## src/rtl/dht3_pkg.sv

```systemverilog
package dht3_pkg;

    typedef enum logic [1:0] {
        ST_IDLE   = 2'd0,
        ST_SHIFT  = 2'd1,
        ST_FINISH = 2'd2
    } dht3_state_e;

    // kernel value for cas index 0,1,2 scaled by 2^frac, rounded to nearest
    function automatic int cas_fixed(input int idx, input int frac);
        real scale;
        scale = 2.0 ** frac;
        case (idx)
            0:       return int'(scale);
            1:       return int'(0.3660254037844386 * scale);
            default: return int'(-1.3660254037844386 * scale);
        endcase
    endfunction

    function automatic int kern(input int row, input int col, input int frac);
        return cas_fixed((row * col) % 3, frac);
    endfunction

    // folded table word: third sample's kernel plus +/- the other two
    function automatic int fold_word(input int row, input int addr, input int frac);
        int k0;
        int k1;
        k0 = kern(row, 0, frac);
        k1 = kern(row, 1, frac);
        return kern(row, 2, frac) + ((addr & 1) != 0 ? -k0 : k0)
                                  + ((addr & 2) != 0 ? -k1 : k1);
    endfunction

    // correction applied after the last bit: minus the row kernel sum
    function automatic int row_offset(input int row, input int frac);
        return -(kern(row, 0, frac) + kern(row, 1, frac) + kern(row, 2, frac));
    endfunction

endpackage

```

## src/rtl/dht3_piso.sv

```systemverilog
module dht3_piso #(
    parameter int W = 8
) (
    input  logic         clk,
    input  logic         rst_n,
    input  logic         load,
    input  logic         shift_en,
    input  logic [W-1:0] din,
    output logic         bit_out
);
    logic [W-1:0] sreg;

    always_ff @(posedge clk or negedge rst_n) begin
        if (!rst_n) begin
            sreg <= '0;
        end else if (load) begin
            sreg <= din;
        end else if (shift_en) begin
            sreg <= {1'b0, sreg[W-1:1]};
        end
    end

    assign bit_out = sreg[0];
endmodule

```

## src/rtl/dht3_ctrl.sv

```systemverilog
module dht3_ctrl
    import dht3_pkg::*;
#(
    parameter int W = 8
) (
    input  logic clk,
    input  logic rst_n,
    input  logic start,
    output logic load,
    output logic shift_en,
    output logic msb,
    output logic finish,
    output logic busy,
    output logic done
);
    localparam int CW = (W > 1) ? $clog2(W) : 1;
    localparam logic [CW-1:0] LAST = CW'(W - 1);

    dht3_state_e state, state_nx;
    logic [CW-1:0] bit_cnt;

    // state register
    always_ff @(posedge clk or negedge rst_n) begin
        if (!rst_n) begin
            state   <= ST_IDLE;
            bit_cnt <= '0;
            done    <= 1'b0;
        end else begin
            state <= state_nx;
            done  <= (state == ST_FINISH);
            if (state == ST_SHIFT) bit_cnt <= bit_cnt + 1'b1;
            else                   bit_cnt <= '0;
        end
    end

    // next state and outputs
    always_comb begin
        state_nx = state;
        load     = 1'b0;
        shift_en = 1'b0;
        msb      = 1'b0;
        finish   = 1'b0;
        busy     = 1'b1;
        unique case (state)
            ST_IDLE: begin
                busy = 1'b0;
                if (start) begin
                    load     = 1'b1;
                    state_nx = ST_SHIFT;
                end
            end
            ST_SHIFT: begin
                shift_en = 1'b1;
                msb      = (bit_cnt == LAST);
                if (bit_cnt == LAST) state_nx = ST_FINISH;
            end
            ST_FINISH: begin
                finish   = 1'b1;
                state_nx = ST_IDLE;
            end
            default: state_nx = ST_IDLE;
        endcase
    end

    AST_DONE_ONE_CYCLE: assert property (@(posedge clk) disable iff (!rst_n)
        done |=> !done);
endmodule

```

## src/rtl/dht3_da_row.sv

```systemverilog
module dht3_da_row
    import dht3_pkg::*;
#(
    parameter int ROW   = 0,
    parameter int W     = 8,
    parameter int FRAC  = 8,
    parameter int ACC_W = W + FRAC + 4
) (
    input  logic                    clk,
    input  logic                    rst_n,
    input  logic                    clear,
    input  logic                    shift_en,
    input  logic                    msb,
    input  logic                    finish,
    input  logic                    b0,
    input  logic                    b1,
    input  logic                    b2,
    output logic signed [ACC_W-1:0] y
);
    localparam int ROM_W = FRAC + 4;
    localparam logic signed [ACC_W-1:0] OFFSET = ACC_W'(row_offset(ROW, FRAC));

    logic signed [ROM_W-1:0] rom [4];

    for (genvar a = 0; a < 4; a++) begin : g_rom
        assign rom[a] = ROM_W'(fold_word(ROW, a, FRAC));
    end

    logic [1:0]              addr;
    logic signed [ROM_W-1:0] word;
    logic signed [ACC_W-1:0] word_ext, term, acc, sum_full;
    logic                    subtract;

    assign addr     = {b1 ^ b2, b0 ^ b2};
    assign word     = rom[addr];
    assign word_ext = {{(ACC_W - ROM_W){word[ROM_W-1]}}, word};
    assign subtract = ~b2 ^ msb;
    assign term     = (subtract ? -word_ext : word_ext) <<< (W - 1);
    assign sum_full = acc + OFFSET;

    always_ff @(posedge clk or negedge rst_n) begin
        if (!rst_n) begin
            acc <= '0;
            y   <= '0;
        end else begin
            if (clear)         acc <= '0;
            else if (shift_en) acc <= (acc >>> 1) + term;
            if (finish)        y <= sum_full >>> 1;
        end
    end

    AST_ACC_CLEARED: assert property (@(posedge clk) disable iff (!rst_n)
        clear |=> (acc == '0));
endmodule

```

## src/rtl/dht3_da_engine.sv

```systemverilog
module dht3_da_engine #(
    parameter int W     = 8,
    parameter int FRAC  = 8,
    parameter int OUT_W = W + FRAC + 4
) (
    input  logic                    clk,
    input  logic                    rst_n,
    input  logic                    start,
    input  logic [W-1:0]            x0,
    input  logic [W-1:0]            x1,
    input  logic [W-1:0]            x2,
    output logic signed [OUT_W-1:0] y0,
    output logic signed [OUT_W-1:0] y1,
    output logic signed [OUT_W-1:0] y2,
    output logic                    done
);
    logic load, shift_en, msb, finish, busy;
    logic [2:0] bits;
    logic [W-1:0] xin [3];
    logic signed [OUT_W-1:0] yv [3];

    assign xin[0] = x0;
    assign xin[1] = x1;
    assign xin[2] = x2;

    dht3_ctrl #(.W(W)) u_ctrl (
        .clk(clk), .rst_n(rst_n), .start(start), .load(load),
        .shift_en(shift_en), .msb(msb), .finish(finish), .busy(busy), .done(done)
    );

    for (genvar i = 0; i < 3; i++) begin : g_lane
        dht3_piso #(.W(W)) u_piso (
            .clk(clk), .rst_n(rst_n), .load(load), .shift_en(shift_en),
            .din(xin[i]), .bit_out(bits[i])
        );
        dht3_da_row #(.ROW(i), .W(W), .FRAC(FRAC), .ACC_W(OUT_W)) u_row (
            .clk(clk), .rst_n(rst_n), .clear(load), .shift_en(shift_en),
            .msb(msb), .finish(finish), .b0(bits[0]), .b1(bits[1]), .b2(bits[2]),
            .y(yv[i])
        );
    end

    assign y0 = yv[0];
    assign y1 = yv[1];
    assign y2 = yv[2];

    // checking state: captured inputs and latency counter
    localparam int LW = $clog2(W + 4) + 1;
    logic [LW-1:0] lat_cnt;
    logic signed [OUT_W-1:0] cap_sum;

    always_ff @(posedge clk or negedge rst_n) begin
        if (!rst_n) begin
            lat_cnt <= '0;
            cap_sum <= '0;
        end else if (load) begin
            lat_cnt <= '0;
            cap_sum <= OUT_W'($signed(x0)) + OUT_W'($signed(x1)) + OUT_W'($signed(x2));
        end else if (lat_cnt != '1) begin
            lat_cnt <= lat_cnt + 1'b1;
        end
    end

    AST_LATENCY: assert property (@(posedge clk) disable iff (!rst_n)
        done |-> (lat_cnt == LW'(W + 1)));
    AST_ROW0_SUM: assert property (@(posedge clk) disable iff (!rst_n)
        done |-> (y0 == (cap_sum <<< FRAC)));
    AST_OUT_HOLD: assert property (@(posedge clk) disable iff (!rst_n)
        !done |-> ($stable(y0) && $stable(y1) && $stable(y2)));
    AST_BUSY_START_IGNORED: assert property (@(posedge clk) disable iff (!rst_n)
        (busy && start && lat_cnt < LW'(W + 1)) |=> (lat_cnt == $past(lat_cnt) + 1'b1));
endmodule

```

## config.mk

```make
export PLATFORM = sky130hd
export DESIGN_NAME = dht3_da_engine
export DESIGN_NICKNAME = d
export VERILOG_FILES = /design/src/rtl/dht3_pkg.sv /design/src/rtl/dht3_piso.sv /design/src/rtl/dht3_ctrl.sv /design/src/rtl/dht3_da_row.sv /design/src/rtl/dht3_da_engine.sv
export SDC_FILE = /design/constraint.sdc
export NUM_CORES = 1
export LEC_CHECK = 0
export BUFFER_PORTS_ARGS = -buffer_cell sky130_fd_sc_hd__buf_4
export CAP_MARGIN = 25
export CORE_MARGIN = 8
export CORE_UTILIZATION = 30
export DETAILED_ROUTE_END_ITERATION = 8
export GPL_ROUTABILITY_DRIVEN = 0
export GPL_TIMING_DRIVEN = 0
export PLACE_DENSITY = 0.5
export SLEW_MARGIN = 30
export SYNTH_ARGS = -nofsm -noshare
export SYNTH_HDL_FRONTEND = slang
export SYNTH_HIERARCHICAL = 1
export SYNTH_SLANG_ARGS = --single-unit
export TNS_END_PERCENT = 5
```

## constraint.sdc

```tcl
create_clock -name clk -period 5.7 [get_ports clk]
set_clock_uncertainty 0.15 [all_clocks]
set_input_delay 0.855 -clock clk [delete_from_list [all_inputs] [get_ports clk]]
set_output_delay 0.855 -clock clk [all_outputs]
set_load 0.05 [all_outputs]
```

* Yosys cells after proc, flatten, opt, wreduce, memory -nomap -nowiden
Index checks and enable logic that the tools add are counted.
Cells by class: add/sub/neg operators 8, multipliers 0, div/mod/pow operators 0, order comparisons 1, eq/ne operators 5, shift-type cells 0, mux-type cells 33, bitwise logic cells 5, reduce and logical (&&, ||, !) cells 3
Operators by type and width (count):
- 20-bit 2-to-1 mux | 6
- 12-bit binary-select mux with 2-bit select | 3
- 12-bit 2-to-1 mux | 6
- 19-bit by 20-bit adder with 20-bit output | 3
- 8-bit 2-to-1 mux | 6
- 13-bit 2-to-1 mux | 3
- 12-bit negator with 13-bit output | 3
- 20-bit by 11-bit adder with 20-bit output, second input constant | 1
- 1-bit 2-to-1 mux | 5
- 2-bit 2-to-1 mux | 2
- 2-bit != test, second input constant | 2
- 2-bit one-hot mux with 2 select lines | 1
- 3-bit by 1-bit adder with 3-bit output, second input constant | 1
- 3-bit equality test, second input constant | 1
- 3-bit greater-or-equal comparator, second input constant | 1
- 3-bit 2-to-1 mux | 1
- 2-bit NOT with 3-bit output | 1
- 1-bit XOR | 3
- 2-bit by 1-bit equality test with 1-bit output, second input constant | 1
- 2-bit equality test, second input constant | 1
- 2-bit logical NOT | 1
- 2-bit AND reduction | 1
- 2-bit nonzero test | 1
- 1-bit NOT | 1
Word-level totals: flip-flop bits (word level) 147, bits in latches 0, bits in writable memories 0, ROM bits 0, bits of input ports 27, output and inout port bits 61, logic and storage cells 67, memories kept 0

* Longest topological paths before layout
word-level depth 10, gate-level depth with buffers 15, mapped depth without buffers 13

* Modules after synthesis
Netlist, hierarchy kept.
By module, submodules not included:
- dht3_da_row at g_lane[2].u_row | instances 1, cells an instance 249, area an instance 2463.6 µm², seq. area each 950.9 µm²
- dht3_da_row at g_lane[1].u_row | instances 1, cells an instance 216, area an instance 2238.4 µm², seq. area each 950.9 µm²
- dht3_da_row at g_lane[0].u_row | instances 1, cells an instance 163, area an instance 1839.3 µm², seq. area each 950.9 µm²
- dht3_piso | instances 3, cells an instance 34, area an instance 369.1 µm², seq. area each 200.2 µm²
- dht3_ctrl | instances 1, cells an instance 21, area an instance 259.0 µm², seq. area each 150.1 µm²

* Least setup slack after synthesis
OpenSTA, ideal clock, no wires.
path kind reg2reg, start point register u_ctrl.bit_cnt[0], end point register g_lane[1].u_row.acc[17], library setup time 134 ps, arrival time 3140 ps, data required time 5416 ps, path slack 2276 ps, stages on the path, launching flop included 16, path buffers 2, period minus slack after synthesis 3424 ps, cells stage by stage dfrtp_1 -> ha_1 -> ha_1 -> and2_1 -> buf_2 -> or3b_1 -> and2_1 -> buf_6 -> xnor2_1 -> ha_1 -> nand3_1 -> a32oi_2 -> a21oi_2 -> o41ai_2 -> xnor2_1 -> o31ai_2
On the way: cells in the longest elaborated chain, start to end 7
Ends and longest elaborated chain:
- start: declaration | line dht3_ctrl.sv:20 | logic [CW-1:0] bit_cnt;
- start signal: assignment | line dht3_ctrl.sv:31 | if (state == ST_SHIFT) bit_cnt <= bit_cnt + 1'b1;
- 3-bit equality test | line dht3_ctrl.sv:54 | msb = (bit_cnt == LAST);
- 1-bit 2-to-1 mux | line dht3_ctrl.sv:44 | unique case (state)
- named net msb | line dht3_da_engine.sv:17 | logic load, shift_en, msb, finish, busy;
- 1-bit XOR | line dht3_da_row.sv:37 | assign subtract = ~b2 ^ msb;
- 13-bit 2-to-1 mux | line dht3_da_row.sv:38 | assign term = (subtract ? -word_ext : word_ext) <<< (W - 1);
- 19-bit by 20-bit adder with 20-bit output | line dht3_da_row.sv:47 | else if (shift_en) acc <= (acc >>> 1) + term;
- 20-bit 2-to-1 mux | line dht3_da_row.sv:47
- 20-bit 2-to-1 mux | line dht3_da_row.sv:46 | if (clear) acc <= '0;
- end signal: assignment | line dht3_da_row.sv:47
- end: declaration | line dht3_da_row.sv:31 | logic signed [ACC_W-1:0] word_ext, term, acc, sum_full;
The timed path passes the listed nets, and every way through them passes these cells. The select of a mux whose other input is x is not followed. A chain may end at the register's enable or synchronous reset.

* Worst setup path after layout
start point register u_ctrl.state[0], end point register g_lane[1].u_row.acc[17]
On the way: elaborated cells between the ends (all ways) 11, classes of those cells 1 x add/sub; 1 x eq/ne; 6 x mux; 1 x bitwise; 2 x reduce/logical
RTL lines:
- start: declaration | line dht3_ctrl.sv:19 | dht3_state_e state, state_nx;
- start signal: assignment | line dht3_ctrl.sv:29 | state <= state_nx;
- 2-bit by 1-bit equality test with 1-bit output | line dht3_ctrl.sv:44
- 1-bit 2-to-1 mux | line dht3_ctrl.sv:44
- named net shift_en | line dht3_da_engine.sv:17
- 2-bit nonzero test (no line)
The timed path passes the listed nets, and every way through them passes these cells. The select of a mux whose other input is x is not followed.

==> qor.yml <==
critPathKind: "reg2reg"
synth_edf_count: 0
dp.cells: 1175
core_sq_um: 26000
ant_nets: 0
synth-async-reset-ratio_pct: 100
track_usage_pct: 11.8
grt_pass1_vias: 5790
area_growth_pct: 22.3
pre_cts_slack_ns: 1.75
instances_no_fill: 1207
drv_slew: 0
nNetsFinal: 906
synth_cell_types: 79
path_cells: "nor2b_4, and2_1, buf_2, nand3b_1, and2_1, buf_6, xnor2_1, ha_1, nand3_1, a32oi_2, a21oi_2, o41ai_2, xnor2_1, o31ai_2"
yosys_register_bits: 144
synth_seq_area_share_pct: 45.6
initial_core_util_pct: 30.4
drv_cap: 0
synthFlopType: "dfrtp_1"
wl_per_cell_um: 14.9
synth_warnings: 6
postSynthCellCount: 751
worstPathArrival_ns: 4.07
hold_class: "in2async"
num_antenna_cells: 0
drive_gt1_share_pct: 24.3
post_cts.repair.setup_buffers: 0
drcViolationCount: 0
die_area_sq_um: 31800
ctsHoldBuffers: 0
setup_viol: 0
drt_iter0_drc: 389
wl_met1_um: 8500
outcome: "complete, no violations"
netlist_area_sq_um: 7910
die_h_um: 178
dr_wl_met2_um: 8450
min_period_ns: 3.88
grt_pass1_wl_um: 30400
worst-path-buf-inv: 2
wl_met3_um: 820
root_buffer: "clkbuf_16"
post-dp-hpwl_um: 12500
grt_max_degree: 75
rsz0062_at_grt: "false"
setup_tns_ns: 0
fmax_mhz: 257
cts_tree: "yes"
clk_latency_ns: 0.43
io_pins: 88
antenna_found_initial: 0
cpMaxStageDelayCell: "nor2b_4"
avgViaCountPerCell: 4.74
clkSinkCount: 144
via_count: 5724
fillers: 2615
cpPeakStageDelay_ns: 0.56
worst_slew_pin_slew_ns: 0.693
routed_wl_um: 18000
clockBufferDepth: 2
cts_made_buffers: 17
num_rows: 59
worst_setup_path_end_kind: "flop"
clk_pin_slew_worst_paths_ns: 0.07
syn_nets: 798
top_layer_used: "met4"
crit_path_start_kind: "flop"
htreeDepth: 4
grt_overflow: 0
post_cts_resized: 0
fp.dieW_um: 178
relSlewSlack_pct: 53.7
final_hold_viol_count: 0
cp.required_ns: 5.89
worstPathMaxFanout: 20
syn_avg_cell_area_sq_um: 10.5
critical_path.top_delay_family: "simple AND/OR/NAND/NOR gates"
setup_slack_ns: 1.82
port-buffer-count: 87
period_share_pct: 68.2
first_pass_iters: 4
[state kept, by name (all words and copies together), names as in the netlist]
| signal | cells |
|---|---|
| u_ctrl/state | 2 |
| g_lane.u_row/y | 57 |
| u_ctrl/done | 1 |
| u_ctrl/bit_cnt | 3 |
| g_lane.u_row/acc | 57 |
| g_lane.u_piso/sreg | 24 |
[cells in the final DEF, fill, tap and decap left out, types with 10 or more instances in the layout]
cell type / instances
nor2b_1: 10
nand3_1: 18
mux2_1: 11
ha_1: 19
a21oi_1: 16
nor2_1: 79
buf_2: 10
inv_1: 18
clkbuf_16: 17
dfrtp_1: 144
mux2i_1: 63
o21ai_0: 21
a31oi_1: 16
clkbuf_1: 19
nand2_1: 48
nand2b_1: 18
mux2_2: 38
buf_4: 90
xor2_1: 12
xnor2_1: 20
buf_6: 12
o21ai_1: 22
[kinds of logic (layout without fill, tap and decap cells)]
family                   count (synthesis)  in the layout  synth area share (%)
flip-flops                             144            144                  45.6
buffers and inverters                   71            192                  4.86
adder cells (fa/ha/maj)                 20             20                  3.26
AO/OA/AOI/OAI                          135            135                  12.4
AND/OR/NAND/NOR                        236            236                  15.2
multiplexers                           112            112                  15.0
XOR/XNOR                                33             33                  3.75
[worst reg2reg max path, cell delays in order, from the launching register on]
cell      delay [ns]
dfrtp_1         0.39
nor2b_4         0.56
and2_1          0.40
buf_2           0.26
nand3b_1        0.15
and2_1          0.18
buf_6           0.14
xnor2_1         0.14
ha_1            0.27
nand3_1         0.12
a32oi_2         0.33
a21oi_2         0.09
o41ai_2         0.34
xnor2_1         0.12
o31ai_2         0.18
[metal layers]
metal,track usage [%],up-vias
met1,15.5,2743
met2,19.0,91
li1,-,2876
met5,0,-
met4,3.82,0
met3,2.39,14
[synthesized netlist by cell type, drive strengths merged (2+ instances only)]
library cell | n | share of area, %
nor2b | 11 | 0.97
or4 | 7 | 0.66
or3 | 8 | 0.70
and3 | 2 | 0.16
dfrtp | 144 | 46
o211ai | 4 | 0.38
o31ai | 7 | 0.73
o311ai | 3 | 0.55
nand2b | 18 | 1.4
inv | 18 | 0.85
nor3 | 9 | 0.57
o2111ai | 2 | 0.22
nand3 | 18 | 1.1
nand2 | 49 | 2.4
o22ai | 9 | 0.97
ha | 19 | 3.0
o21ai | 45 | 3.0
clkbuf | 19 | 0.90
nor2 | 80 | 3.8
a31oi | 16 | 1.3
nand3b | 7 | 0.66
xnor2 | 21 | 2.4
a211oi | 9 | 0.92
mux2 | 49 | 7.0
a32oi | 3 | 0.66
buf | 34 | 3.1
and2 | 7 | 0.55
a21oi | 18 | 1.2
or3b | 5 | 0.59
nand4 | 3 | 0.24
o221a | 2 | 0.28
or2 | 4 | 0.32
mux2i | 63 | 8.0
nor4b | 2 | 0.41
nor3b | 4 | 0.38
a21o | 2 | 0.21
xor2 | 12 | 1.3
a311o | 2 | 0.25
[worst paths after layout]
kind,start,to,slack (ns),cells after the start
worst min-delay path,rst_n,g_lane[0].u_row/y[4],0.22,1
worst min register to register,g_lane[0].u_row/y[9],g_lane[0].u_row/y[9],0.34,1
max in group asynchronous,rst_n,g_lane[1].u_row/y[17],4.40,2
worst max register to register,u_ctrl/state[0],g_lane[1].u_row/acc[17],1.82,14
worst max-delay path,u_ctrl/state[0],g_lane[1].u_row/acc[17],1.82,14
min in group clk,g_lane[0].u_row/y[9],g_lane[0].u_row/y[9],0.34,1
[area by class of cell]
cell class / instances / area [sq um] / area share [%]
Inverter: 18 / 67.6 / 0.699
Buffer: 53 / 317 / 3.27
Tap cell: 335 / 419 / 4.34
Clock buffer: 17 / 425 / 4.40
Multi-Input combinational cell: 536 / 3930 / 40.6
Timing Repair Buffer: 89 / 716 / 7.40
Clock inverter: 15 / 193 / 1.99
Sequential cell: 144 / 3600 / 37.3
[stage by stage]
stage	hold WS [ns]	utilization (%)	instance area (sq um)
after floorplan	0.314	-	7910
after global placement	0.318	34.6	8980
after detailed placement	0.327	34.8	9050
after CTS	0.237	37.2	9670
after global routing	0.261	37.2	9670
final	0.217	37.2	9670
Power is left out: the tool's default activity adds up to more than one toggle a clock period on the data nets, which glitch-free logic cannot reach.
